`src/rtl/hk_pkg.sv`:
```
package hk_pkg;
  localparam int SPLIT_N = 4;

  function automatic int split_phase(input int idx, input int nph);
    return (idx < SPLIT_N - 1) ? idx : nph - 1;
  endfunction
endpackage

```
`src/rtl/hk_row_track.sv`:
```
module hk_row_track #(
  parameter int PH_W  = 3,
  parameter int CYC_W = 3
) (
  input  logic             clk,
  input  logic             rst_n,
  input  logic             ce,
  input  logic [PH_W-1:0]  row,
  input  logic             ret,
  input  logic             ext_n,
  output logic             bnd,
  output logic             ret_q,
  output logic [CYC_W-1:0] cyc
);
  logic [PH_W-1:0]  prev_q;
  logic [CYC_W-1:0] cyc_q;

  // a row wrap from the last phase back to phase 0 closes a cycle
  assign bnd = (prev_q == {PH_W{1'b1}}) && (row == '0);
  assign cyc = cyc_q;

  always_ff @(posedge clk or negedge rst_n) begin
    if (!rst_n) begin
      prev_q <= '0;
      ret_q  <= 1'b0;
      cyc_q  <= '0;
    end else if (ce) begin
      prev_q <= row;
      ret_q  <= ret;
      if (ret && !ret_q)
        cyc_q <= '0;
      else if (bnd && (ret || ext_n))
        cyc_q <= cyc_q + 1'b1;
    end
  end
endmodule

```
`src/rtl/hk_ext_ctl.sv`:
```
module hk_ext_ctl (
  input  logic clk,
  input  logic rst_n,
  input  logic ce,
  input  logic ret,
  input  logic ret_q,
  input  logic bnd,
  input  logic pend,
  output logic ext_n,
  output logic ext_q,
  output logic roff_q
);
  always_comb begin
    if (ret)
      ext_n = 1'b0;
    else if (bnd)
      ext_n = (ret_q || ext_q) && pend;
    else
      ext_n = ext_q;
  end

  always_ff @(posedge clk or negedge rst_n) begin
    if (!rst_n) begin
      ext_q  <= 1'b0;
      roff_q <= 1'b0;
    end else if (ce) begin
      ext_q  <= ext_n;
      roff_q <= ret ? 1'b0 : (roff_q | ext_n);
    end
  end
endmodule

```
`src/rtl/hk_strobe_dec.sv`:
```
module hk_strobe_dec #(
  parameter int PH_W     = 3,
  parameter int SUB_W    = 2,
  parameter int ERASE_LO = 3,
  parameter int ERASE_HI = 6
) (
  input  logic                          clk,
  input  logic                          rst_n,
  input  logic                          ce,
  input  logic                          en,
  input  logic [PH_W-1:0]               row,
  input  logic [SUB_W-1:0]              hc,
  output logic [(1<<PH_W)-1:0]          phase,
  output logic [hk_pkg::SPLIT_N*(1<<SUB_W)-1:0] sub,
  output logic                          erase,
  output logic                          busy
);
  localparam int NPH  = 1 << PH_W;
  localparam int NSUB = 1 << SUB_W;

  logic [NPH-1:0]  ph_oh;
  logic [NSUB-1:0] hc_oh;

  assign ph_oh = en ? (NPH'(1) << row) : '0;
  assign hc_oh = NSUB'(1) << hc;

  always_ff @(posedge clk or negedge rst_n) begin
    if (!rst_n) begin
      phase <= '0;
      erase <= 1'b0;
      busy  <= 1'b0;
    end else if (ce) begin
      phase <= ph_oh;
      erase <= en && (int'(row) >= ERASE_LO) && (int'(row) <= ERASE_HI);
      busy  <= en;
    end
  end

  for (genvar i = 0; i < hk_pkg::SPLIT_N; i++) begin : g_split
    localparam int PIDX = hk_pkg::split_phase(i, NPH);
    always_ff @(posedge clk or negedge rst_n) begin
      if (!rst_n)
        sub[i*NSUB +: NSUB] <= '0;
      else if (ce)
        sub[i*NSUB +: NSUB] <= ph_oh[PIDX] ? hc_oh : '0;
    end
  end
endmodule

```
`src/rtl/hk_phase_seq.sv`:
```
module hk_phase_seq #(
  parameter int PH_W     = 3,
  parameter int SUB_W    = 2,
  parameter int CYC_W    = 3,
  parameter int ERASE_LO = 3,
  parameter int ERASE_HI = 6
) (
  input  logic                   clk,
  input  logic                   rst_n,
  input  logic                   char_ce,
  input  logic [PH_W-1:0]        scan_row,
  input  logic [SUB_W-1:0]       hchar,
  input  logic                   vretrace,
  input  logic                   in_pend,
  output logic [(1<<PH_W)-1:0]   phase_stb,
  output logic [(1<<SUB_W)-1:0]  acc_sub,
  output logic [(1<<SUB_W)-1:0]  cnt_sub,
  output logic [(1<<SUB_W)-1:0]  scr_sub,
  output logic [(1<<SUB_W)-1:0]  wrap_sub,
  output logic                   erase_win,
  output logic                   busy,
  output logic                   ext_cycle,
  output logic                   refresh_off,
  output logic [CYC_W-1:0]       hk_cycle
);
  localparam int NSUB = 1 << SUB_W;

  logic bnd, ret_q, ext_n;
  logic [hk_pkg::SPLIT_N*NSUB-1:0] sub_all;

  hk_row_track #(.PH_W(PH_W), .CYC_W(CYC_W)) u_track (
    .clk(clk), .rst_n(rst_n), .ce(char_ce), .row(scan_row), .ret(vretrace),
    .ext_n(ext_n), .bnd(bnd), .ret_q(ret_q), .cyc(hk_cycle)
  );

  hk_ext_ctl u_ext (
    .clk(clk), .rst_n(rst_n), .ce(char_ce), .ret(vretrace), .ret_q(ret_q),
    .bnd(bnd), .pend(in_pend), .ext_n(ext_n), .ext_q(ext_cycle),
    .roff_q(refresh_off)
  );

  hk_strobe_dec #(.PH_W(PH_W), .SUB_W(SUB_W), .ERASE_LO(ERASE_LO),
                  .ERASE_HI(ERASE_HI)) u_dec (
    .clk(clk), .rst_n(rst_n), .ce(char_ce), .en(vretrace || ext_n),
    .row(scan_row), .hc(hchar), .phase(phase_stb), .sub(sub_all),
    .erase(erase_win), .busy(busy)
  );

  assign acc_sub  = sub_all[0*NSUB +: NSUB];
  assign cnt_sub  = sub_all[1*NSUB +: NSUB];
  assign scr_sub  = sub_all[2*NSUB +: NSUB];
  assign wrap_sub = sub_all[3*NSUB +: NSUB];
endmodule

```
`config.mk`:
```
export PLATFORM = sky130hd
export DESIGN_NAME = hk_phase_seq
export DESIGN_NICKNAME = d
export VERILOG_FILES = /design/src/rtl/hk_pkg.sv /design/src/rtl/hk_row_track.sv /design/src/rtl/hk_ext_ctl.sv /design/src/rtl/hk_strobe_dec.sv /design/src/rtl/hk_phase_seq.sv
export SDC_FILE = /design/constraint.sdc
export NUM_CORES = 1
export LEC_CHECK = 0
export BUFFER_PORTS_ARGS = -buffer_cell sky130_fd_sc_hd__buf_2
export CAP_MARGIN = 20
export CORE_MARGIN = 10
export CORE_UTILIZATION = 55
export DETAILED_ROUTE_END_ITERATION = 10
export MAX_ROUTING_LAYER = met4
export PLACE_DENSITY = 0.85
export REMOVE_ABC_BUFFERS = 1
export SYNTH_ARGS = -nofsm -noshare
export SYNTH_HDL_FRONTEND = slang
export SYNTH_SLANG_ARGS = --single-unit
```
`constraint.sdc`:
```
create_clock -name clk -period 3.1 [get_ports clk]
set_clock_uncertainty 0.15 [all_clocks]
set_input_delay 0.62 -clock clk [delete_from_list [all_inputs] [get_ports clk]]
set_output_delay 0.62 -clock clk [all_outputs]
set_load 0.01 [all_outputs]
```
Yosys cells after proc, flatten, opt, wreduce, memory -nomap -nowiden
Index checks and enable logic that the tools add are counted.
{ "op_classes": {"n_lt_le_gt_ge": 2, "n_reduce_logical": 12, "bitwise": 1, "mux": 10, "n_shift": 2, "n_addsub": 1, "eq_ne": 1} }
{ "ops": {"columns": ["cell", "count"], "rows": [
  ["two-way mux 4 bit", 4],
  ["two-way mux 8 bit", 1],
  ["left shift 1 x 3 -> 8 bit, first input constant", 1],
  ["logical AND 1 bit", 6],
  ["two-way mux 3 bit", 2],
  ["left shift 1 x 2 -> 4 bit, first input constant", 1],
  ["adder 3 x 1 -> 3 bit, second input constant", 1],
  ["equality test 3 bit, second input constant", 1],
  ["greater-or-equal comparator 3 x 2 -> 1 bit, second input constant", 1],
  ["less-or-equal comparator 3 bit, second input constant", 1],
  ["zero test 3 bit", 1],
  ["two-way mux 1 bit", 3],
  ["logical OR 1 bit", 2],
  ["AND reduction 2 bit", 1],
  ["nonzero test 2 bit", 1],
  ["zero test 1 bit", 1],
  ["OR 1 bit", 1]
]} }
{ "word_totals": {"output_inout_bits": 31, "ff_bits": 35, "input_bits": 10} }

Logic depth before layout (Yosys ltp)
Gate-level depths: netlist of the first run.
{ "depth": {"word_depth": 8, "mapped_depth": 5, "depth_no_buf": 4} }

Modules after synthesis
A second synthesis of the first run with hierarchy kept.
{ "unflattened": {"cells_unflattened": 143, "area_unflattened_um2": 1550.2} }
{ "modules_own_cells": {"columns": ["module", "area_per_inst_um2", "n_inst", "cells_each"], "rows": [
  ["hk_strobe_dec", 1039.7, 1, 101],
  ["hk_row_track", 370.4, 1, 31],
  ["hk_ext_ctl", 133.9, 1, 10],
  ["hk_phase_seq", 6.3, 1, 1]
]} }

Worst setup path before layout of the first run
Ideal clock, no wire load.
{ "synth_path": {"path_kind": "input -> register", "from": "input port scan_row[1]", "to": "register u_dec.sub[1] (netlist name)", "setup_slack_ps": 1095, "t_arrival_ps": 1714, "path_buffers": 1, "setup_ps": 141, "stages": 4, "t_required_ps": 2809, "cell_sequence": "clkbuf_2 nor4_4 mux2i_1 o32ai_1"} }
{ "synth_via": {"elab_chain_len": 7, "word_cells_on_any_way": 8} }
{ "synth_lines": {"columns": ["element", "line_no", "source"], "rows": [
  ["start: declaration", "hk_phase_seq.sv:11", "input logic [PH_W-1:0] scan_row,"],
  ["zero test 3 bit", "hk_row_track.sv:19", "assign bnd = (prev_q == {PH_W{1'b1}}) && (row == '0);"],
  ["logical AND 1 bit", "hk_row_track.sv:19", null],
  ["two-way mux 1 bit", "hk_ext_ctl.sv:16", "else if (bnd)"],
  ["two-way mux 1 bit", "hk_ext_ctl.sv:14", "if (ret)"],
  ["logical OR 1 bit", "hk_phase_seq.sv:44", ".clk(clk), .rst_n(rst_n), .ce(char_ce), .en(vretrace || ext_n),"],
  ["two-way mux 8 bit (*)", "hk_strobe_dec.sv:24", "assign ph_oh = en ? (NPH'(1) << row) : '0;"],
  ["two-way mux 4 bit (*)", "hk_strobe_dec.sv:45", "sub[i*NSUB +: NSUB] <= ph_oh[PIDX] ? hc_oh : '0;"],
  ["end signal: indexed assignment", "hk_strobe_dec.sv:45", null],
  ["end: declaration", "hk_strobe_dec.sv:14", "output logic [hk_pkg::SPLIT_N*(1<<SUB_W)-1:0] sub,"]
]} }
Every way passes the cells marked *; elsewhere a longest branch is shown, timed or not.
A chain may end at the register's enable or synchronous reset.

==> flow_summary.json, run 1 <==
{
  "die_w_um": 72.8,
  "die_h_um": 72.8,
  "finalWirelength_mm": 3.62,
  "status": "finished, final reports clean",
  "post-route-min-period_ns": 1.93,
  "cts_setup_buffers": 0,
  "synth_top_family_by_area": "compound AO/OA/AOI/OAI gates",
  "diodes": 0,
  "p_total_mw": 0.887,
  "firstDrtPassIters": 4,
  "hold_viol": 0,
  "synthCells": 138,
  "fin_nets": 189,
  "dieArea_um2": 5300,
  "grt_max_degree": 36,
  "slew_violations": 0,
  "rsz0062_at_grt": "no",
  "synth_area_leaders": "dfrtp_1, o2bb2ai_1, inv_1, o21ai_0, nand2_1",
  "min_period_over_period_pct": 62.2,
  "synth.distinct_cells": 33,
  "fmax_mhz": 519,
  "clockPowerShare_pct": 34.5,
  "vias_per_cell": 5.82,
  "hpwl_mm": 2.63,
  "sw_frac_of_total_pct": 24.3,
  "clock-root-buffer": "clkbuf_4",
  "hold_path_class": "input port to asynchronous set/reset pin",
  "insertion_delay_ns": 0.34,
  "max_slew_margin_pct": 49.4,
  "final_cell_mix": "buf_2, dfrtp_1, o2bb2ai_1",
  "synth_seq_area_share_pct": 57.1,
  "grt_pass1_wl_mm": 5.98,
  "antenna_found_initial": 0,
  "end_kind": "flop",
  "cts_tree": "done",
  "clock_sinks": 35,
  "power.density_nw_per_um2": 489,
  "yosysTopAreaCell": "dfrtp_1",
  "ir_drop_uv": 451,
  "fp.coreArea_um2": 2710,
  "yosysTopAreaCellShare_pct": 57.1,
  "htreeDepth": 2,
  "p_switching_mw": 0.215,
  "cts_resized": 0,
  "ys_warn_count": 0,
  "clk_pin_slew_ns": 0.10,
  "pin_count": 41,
  "first_global_vias": 1235,
  "leakagePower_nw": 0.913,
  "num_rows": 19,
  "yosys.area_share.adder_pct": 0.816,
  "drt_iter0_drc": 71,
  "fillers": 220,
  "final_common_cell": "buf_2",
  "port-buffer-count": 40,
  "synth_simple_gate_area_share_pct": 14.2,
  "internal_power_mw": 0.672,
  "synth_seq_cells": 35,
  "maxCapViolations": 0,
  "drc": 0,
  "dr_total_vias": 1216,
  "cts_hold_buf": 0,
  "crit_type": "input port to flop",
  "final.setup.tns_ns": 0,
  "synth_area_per_cell_um2": 11.1,
  "wl_per_cell_um": 17.3,
  "synth.area.mux_share_pct": 2.85,
  "cp_max_fo": 26,
  "area_delta_synth_final_pct": 18.2,
  "grt-ovfl-total": 0,
  "clockBufferDepth": 2,
  "seqPwrFrac_pct": 54.7,
  "syn_area_um2": 1530,
  "cts_made_buffers": 5,
  "gp_routability_congestion": 0.825,
  "worst_slew_pin_slew_ns": 0.760,
  "pwr-share-comb_pct": 10.8,
  "drtAntennaViolNets": 0,
  "cp-start-kind": "input port",
  "arrival_ns": 2.04,
  "initial_core_util_pct": 56.6,
  "drive_gt1_share_pct": 29.8,
  "synth_xor_area_share_pct": 0.571,
  "setup_viol_count_final": 0,
  "crit_required_ns": 3.21,
  "grt_usage_pct": 14.8,
  "synth-compound-area-share_pct": 18.8
}
==> power by group through the flow <==
stage | combinational [mW] | clock, mW | sequential, mW
after detailed placement | 0.0963 | 0 | 0.493
after global routing | 0.109 | 0.330 | 0.487
after global placement | 0.0931 | 0 | 0.492
after floorplan | 0.0401 | 0 | 0.498
final | 0.0959 | 0.306 | 0.485
after CTS | 0.0968 | 0.313 | 0.484
==> sequential cells by signal, summed over array words and instances (netlist names), 3 cells and up <==
| name | flops |
|---|---|
| u_track.cyc | 3 |
| u_track.prev_q | 3 |
| u_dec.sub | 16 |
| u_dec.phase | 8 |
==> kinds of logic after synthesis <==
group | Yosys count
flops | 35
mux | 4
fa+ha+maj | 1
xor+xnor | 1
buf+inv | 21
simple gates | 39
compound gates | 37
==> worst max-delay path: stages <==
cell and delay (ns):
buf_2 0.36, inv_1 0.26, or4_1 0.61, o2bb2ai_1 0.17
==> area by class of cell <==
class                           count  area [um2]  share of cell area [%]
Timing Repair Buffer               41         208                    11.5
Clock buffer                        6        41.3                    2.28
Multi-Input combinational cell     82         571                    31.5
Tap cell                           31        38.8                    2.14
Inverter                           13        48.8                    2.69
Sequential cell                    35         876                    48.3
Clock inverter                      1        30.0                    1.66
==> layer usage <==
layer | track usage [%] | vias up | part of all wire, %
met5 | - | - | 0
met4 | 6.12 | 0 | 1.3
met3 | 5.17 | 9 | 6.8
met2 | 23.7 | 36 | 49
met1 | 16.5 | 596 | 43
li1 | - | 575 | -
==> Yosys cell counts, drive strengths merged <==
cell type	instances
o2bb2ai	15
nor2b	2
o31ai	2
and4	2
a32o	1
inv	13
a22o	2
clkbuf	7
dfrtp	35
mux2i	1
nor2	6
and2	1
o211ai	1
buf	1
nor3	3
nand4	2
nand3	4
nand2b	3
xor2	1
a32oi	1
or2	1
nand2	11
or3b	1
or4	1
a21o	1
nor4	1
mux2	3
ha	1
a311o	1
o32ai	4
nand3b	1
o21ai	9
==> stage by stage <==
step | instance area [um2] | setup WS, ns | instances | hold slack, ns | util [%]
finish | 1810 | 1.17 | 209 | 0.192 | 66.9
global route | 1810 | 1.07 | 209 | 0.221 | 66.9
CTS | 1810 | 1.20 | 209 | 0.210 | 66.9
detailed placement | 1740 | 0.859 | 202 | 0.323 | 64.3
global placement | 1740 | 0.888 | 202 | 0.315 | 64.3
floorplan | 1500 | 1.25 | 130 | 0.174 | -
==> worst paths after layout <==
check                                   from            end  slack [ns]  cells after the start
max reg2reg                u_track.prev_q[1]   u_dec.sub[2]        1.28                      4
min in group clk                u_dec.sub[9]   u_dec.sub[9]        0.34                      1
min reg2reg                     u_dec.sub[9]   u_dec.sub[9]        0.34                      1
max in group asynchronous              rst_n  u_dec.sub[12]        2.12                      1
min                                    rst_n    u_ext.ext_q        0.19                      1
max                                  char_ce  u_dec.sub[10]        1.17                      4
Note: power is estimated with default switching activity, not from simulation.
==> run 2, diff against run 1 <==
--- a/config.mk
+++ b/config.mk
@@ -8,10 +8,10 @@
 export BUFFER_PORTS_ARGS = -buffer_cell sky130_fd_sc_hd__buf_2
 export CAP_MARGIN = 20
 export CORE_MARGIN = 10
-export CORE_UTILIZATION = 55
+export CORE_UTILIZATION = 51
 export DETAILED_ROUTE_END_ITERATION = 10
 export MAX_ROUTING_LAYER = met4
-export PLACE_DENSITY = 0.85
+export PLACE_DENSITY = 0.8
 export REMOVE_ABC_BUFFERS = 1
 export SYNTH_ARGS = -nofsm -noshare
 export SYNTH_HDL_FRONTEND = slang
==> constraint.sdc (replaced) <==
create_clock -name clk -period 1.9 [get_ports clk]
set_clock_uncertainty 0.15 [all_clocks]
set_input_delay 0.38 -clock clk [delete_from_list [all_inputs] [get_ports clk]]
set_output_delay 0.38 -clock clk [all_outputs]
set_load 0.01 [all_outputs]
==> run 2 against run 1 <==
Net effect: flip-flop and latch count is the same; global-route usage grew 0.27 points; worst hold slack worse by 0.040 ns; via count rose by 3.0%; critical path depth is 1 lower; setup slack lost 0.97 ns; count of clock-buffer cells in the layout stayed put; largest power group unchanged; highest routed layer unchanged.
==> flow_summary.json, run 2 (synthesized netlist as in run 1, its figures left out) <==
{
  "cp-start-kind": "flop",
  "worstPathCellList": "o21ai_0, or4_1, o2bb2ai_1",
  "power.density_nw_per_um2": 740,
  "internal_power_mw": 1.01,
  "largest_reg_flops": 16,
  "rsz0062_at_grt": "no",
  "cp_max_fo": 7,
  "drtAntennaViolNets": 0,
  "cts_resized": 0,
  "htreeDepth": 2,
  "slew_violations": 0,
  "drt_iter0_drc": 99,
  "fp.coreArea_um2": 2810,
  "fmax_mhz": 587,
  "status": "finished, final reports clean",
  "num_rows": 19,
  "placed_area_um2": 1790,
  "firstDrtPassIters": 4,
  "arrival_ns": 1.81,
  "port-buffer-count": 40,
  "die_w_um": 74.8,
  "final_util_pct": 66.1,
  "dieArea_um2": 5600,
  "grt-ovfl-total": 0,
  "regMostFlops": "u_dec.sub",
  "dr_total_vias": 1253,
  "holdWs_ns": 0.151,
  "pwr-share-comb_pct": 12.3,
  "seqPwrFrac_pct": 57.6,
  "sw_frac_of_total_pct": 26.6,
  "area_delta_synth_final_pct": 20.8,
  "end_kind": "flop",
  "crit_required_ns": 2.01,
  "final_cell_mix": "buf_2, dfrtp_1, o2bb2ai_1",
  "hpwl_mm": 2.76,
  "final_common_cell": "buf_2",
  "diodes": 0,
  "reg_top3": "u_dec.sub (16), u_dec.phase (8)",
  "antenna_found_initial": 0,
  "clock-root-buffer": "clkbuf_4",
  "maxCapViolations": 0,
  "fin_nets": 196,
  "hold_viol": 0,
  "p_switching_mw": 0.365,
  "worst_slew_pin_slew_ns": 0.548,
  "die_h_um": 74.8,
  "insertion_delay_ns": 0.34,
  "finalWirelength_mm": 3.72,
  "cpPeakStageDelay_ns": 0.58,
  "wl_per_cell_um": 17.2,
  "drc": 0,
  "gp_routability_congestion": 0.842,
  "final.setup.tns_ns": 0,
  "drive_gt1_share_pct": 32.4,
  "crit_type": "flop to flop",
  "clockBufferDepth": 2,
  "pin_count": 41,
  "leakagePower_nw": 0.942,
  "first_global_vias": 1338,
  "hold_path_class": "input port to flop",
  "grt_max_degree": 36,
  "ir_drop_uv": 545,
  "setup_viol_count_final": 0,
  "post-route-min-period_ns": 1.70,
  "clockPowerShare_pct": 30.1,
  "clk_pin_slew_ns": 0.11,
  "cts_made_buffers": 5,
  "max_slew_margin_pct": 63.1,
  "cts_tree": "done",
  "initial_core_util_pct": 54.7,
  "critPathSlowestCell": "or4_1",
  "final_area_um2": 1850,
  "vias_per_cell": 5.80,
  "clock_sinks": 35,
  "min_period_over_period_pct": 89.6,
  "grt_usage_pct": 15.1,
  "grt_pass1_wl_mm": 6.39
}
==> run 2: changes by cell type in the layout (fill, tap and decap cells not counted) <==
cell	delta
clkbuf_1	-1
bufinv_16	-1
clkinv_2	+1
buf_4	+6
dlygate4sd3_1	+1
clkbuf_8	+1
==> run 2: stage by stage <==
step           std cells  setup WS (ns)  total power [mW]
2_1_floorplan        130          0.286             0.877
3_3_place_gp         208          0.127             0.967
3_5_place_dp         208         0.0674             0.973
4_1_cts              216          0.208              1.38
5_1_grt              216         0.0329              1.44
6_report             216          0.197              1.37
==> run 2: metal layers <==
metal  global-route usage [%]  vias up  wire [um]
met4                     5.04        0         46
met2                     23.4       52       1720
li1                         -      591          -
met5                        -        -          0
met3                     5.12        5        309
met1                     18.0      605       1650
==> run 2: worst max-delay path: cells and delay by family (launching register included) <==
family / cells / cell delay, ns
AO/OA/AOI/OAI: 2 / 0.44
flip-flops: 1 / 0.47
AND/OR/NAND/NOR: 1 / 0.58
==> run 2: repair_timing <==
action                                 4_1_cts  5_1_grt
setup buffers                                0        0
setup endpoints to repair                    0        0
endpoints found under the hold margin       35        0
hold buffers                                 1        0
==> run 2: power by group through the flow <==
stage / registers [mW] / logic [mW] / clock network, mW
detailed placement: 0.805 / 0.169 / 0
global route: 0.793 / 0.191 / 0.455
CTS: 0.790 / 0.171 / 0.422
floorplan: 0.812 / 0.0654 / 0
global placement: 0.803 / 0.164 / 0
finish: 0.790 / 0.168 / 0.413
==> run 2: path summary, 6_finish.rpt <==
kind                              from        endpoint  slack, ns  cells after the start
hold reg to reg             u_dec.busy      u_dec.busy       0.34                      2
min in group asynchronous        rst_n  u_track.cyc[2]       0.44                      3
max in group asynchronous        rst_n  u_dec.phase[2]       0.84                      3
hold / removal                vretrace     u_ext.ext_q       0.15                      2
setup reg to reg           u_ext.ext_q   u_dec.sub[10]       0.20                      3
setup / recovery           u_ext.ext_q   u_dec.sub[10]       0.20                      3
==> run 2: cell type report <==
| type | count | area [um2] |
|---|---|---|
| Sequential cell | 35 | 876 |
| Fill cell | 229 | 952 |
| Clock buffer | 6 | 51.3 |
| Tap cell | 31 | 38.8 |
| Timing Repair Buffer | 48 | 263 |
| Inverter | 13 | 48.8 |
| Clock inverter | 1 | 5.00 |
| Multi-Input combinational cell | 82 | 571 |
==> run 3, diff against run 2 <==
==> constraint.sdc (replaced) <==
create_clock -name clk -period 1.9 [get_ports clk]
set_clock_uncertainty 0.15 [all_clocks]
set_input_delay 0.095 -clock clk [delete_from_list [all_inputs] [get_ports clk]]
set_output_delay 0.095 -clock clk [all_outputs]
set_load 0.01 [all_outputs]
==> run 3 against run 2 <==
Net effect: highest routed layer unchanged; sequential power about the same; wire length increased by 2.4%; worst hold slack got worse by 0.13 ns; global-route usage increased by 0.12 points; register-to-register slack improved by 0.02 ns; clock power increased by 9.9%.
==> flow_summary.json, run 3 (synthesized netlist as in run 1, its figures left out) <==
{
  "hold_path_class": "input port to flop",
  "cpPeakStageDelay_ns": 0.54,
  "htreeDepth": 2,
  "reg_top3": "u_dec.sub (16), u_dec.phase (8)",
  "slew_violations": 0,
  "crit_required_ns": 2.00,
  "finalWirelength_mm": 3.81,
  "critPathSlowestCell": "dlygate4sd3_1",
  "drc": 0,
  "dr_total_vias": 1260,
  "port-buffer-count": 40,
  "min_period_over_period_pct": 93.2,
  "clockPowerShare_pct": 32.0,
  "crit_type": "input port to flop",
  "initial_core_util_pct": 54.7,
  "drive_gt1_share_pct": 29.6,
  "grt-ovfl-total": 0,
  "pin_count": 41,
  "grt_usage_pct": 15.2,
  "power.density_nw_per_um2": 745,
  "grt_max_degree": 36,
  "num_rows": 19,
  "seqPwrFrac_pct": 55.7,
  "pwr-share-comb_pct": 12.3,
  "final_common_cell": "buf_2",
  "max_slew_margin_pct": 48.5,
  "firstDrtPassIters": 4,
  "p_switching_mw": 0.363,
  "ir_drop_uv": 467,
  "drtAntennaViolNets": 0,
  "fmax_mhz": 565,
  "status": "finished, final reports clean",
  "die_h_um": 74.8,
  "diodes": 0,
  "hpwl_mm": 2.74,
  "fin_nets": 199,
  "cp-start-kind": "input port",
  "cts_tree": "done",
  "end_kind": "flop",
  "cp_max_fo": 8,
  "fp.coreArea_um2": 2810,
  "area_delta_synth_final_pct": 24.2,
  "first_global_vias": 1376,
  "fin_ws_ns": 0.130,
  "sw_frac_of_total_pct": 25.5,
  "setup_viol_count_final": 0,
  "pre_cts_ws_ns": 0.227,
  "clk_pin_slew_ns": 0.11,
  "insertion_delay_ns": 0.34,
  "clockBufferDepth": 2,
  "cts_made_buffers": 5,
  "internal_power_mw": 1.06,
  "die_w_um": 74.8,
  "hold_viol": 0,
  "largest_reg_flops": 16,
  "worstPathCellList": "dlygate4sd3_1, buf_2, nor4_4, mux2i_1, buf_4, o32ai_1",
  "wl_per_cell_um": 17.3,
  "dieArea_um2": 5600,
  "final.setup.tns_ns": 0,
  "post-route-min-period_ns": 1.77,
  "drt_iter0_drc": 91,
  "regMostFlops": "u_dec.sub",
  "clock_sinks": 35,
  "vias_per_cell": 5.73,
  "maxCapViolations": 0,
  "gp_routability_congestion": 0.813,
  "final_cell_mix": "buf_2, dfrtp_1, o2bb2ai_1",
  "grt_pass1_wl_mm": 6.35,
  "p_total_mw": 1.42,
  "cts_resized": 0,
  "clock-root-buffer": "clkbuf_4",
  "antenna_found_initial": 0,
  "worst_slew_pin_slew_ns": 0.773,
  "arrival_ns": 1.87,
  "rsz0062_at_grt": "no",
  "leakagePower_nw": 0.955
}
## run 3: power groups by stage
stage | Clock [mW] | Combinational, mW | Sequential (mW)
finish | 0.454 | 0.175 | 0.790
global route | 0.502 | 0.197 | 0.795
CTS | 0.469 | 0.177 | 0.791
detailed placement | 0 | 0.164 | 0.805
floorplan | 0 | 0.0654 | 0.812
global placement | 0 | 0.158 | 0.803
## run 3: worst paths after layout
check / cells past startpoint / slack, ns / end / from
worst max-delay path: 6 / 0.13 / u_dec.sub[2] / scan_row[1]
worst min-delay path: 3 / 0.02 / u_dec.phase[5] / scan_row[2]
worst max register to register: 5 / 0.22 / u_dec.sub[2] / u_track.prev_q[2]
worst min register to register: 1 / 0.34 / u_dec.phase[0] / u_dec.phase[0]
max in group asynchronous: 2 / 0.89 / u_track.cyc[1] / rst_n
min in group asynchronous: 2 / 0.20 / u_ext.ext_q / rst_n
## run 3: final cells by class
cell class	count	area (um2)
timing repair buffer	51	303
multi-input combinational	82	571
fill	228	900
tap	31	38.8
clock buffer	8	68.8
sequential	35	876
inverter	13	48.8
## run 3: critical path, delay by kind of cell
family                 cells  cell delay (ns)
AND/OR/NAND/NOR            1             0.45
buffers and inverters      3             0.90
multiplexers               1             0.15
AO/OA/AOI/OAI              1             0.28
## run 3: stage by stage
stage | cell area, um2 | util (%) | hold WS (ns) | std cells
after global routing | 1910 | 67.9 | 0.0256 | 220
after floorplan | 1500 | - | -0.351 | 130
after detailed placement | 1760 | 62.6 | 0.0619 | 204
after global placement | 1760 | 62.6 | 0.0458 | 204
after CTS | 1910 | 67.9 | 0.0164 | 220
final | 1910 | 67.9 | 0.0235 | 220
## run 3: what timing repair did
item	4_1_cts	5_1_grt
hold buffers	8	0
setup buffers	0	0
endpoints found under the hold margin	52	0
## run 3: routing by layer
| metal | wire length [um] | share of wire [%] | global-route usage, % | up-vias |
|---|---|---|---|---|
| met1 | 1690 | 44 | 17.6 | 617 |
| met4 | 40 | 1.0 | 4.20 | 0 |
| met5 | 0 | 0 | - | - |
| li1 | - | - | - | 597 |
| met3 | 235 | 6.2 | 5.65 | 6 |
| met2 | 1850 | 49 | 24.4 | 40 |
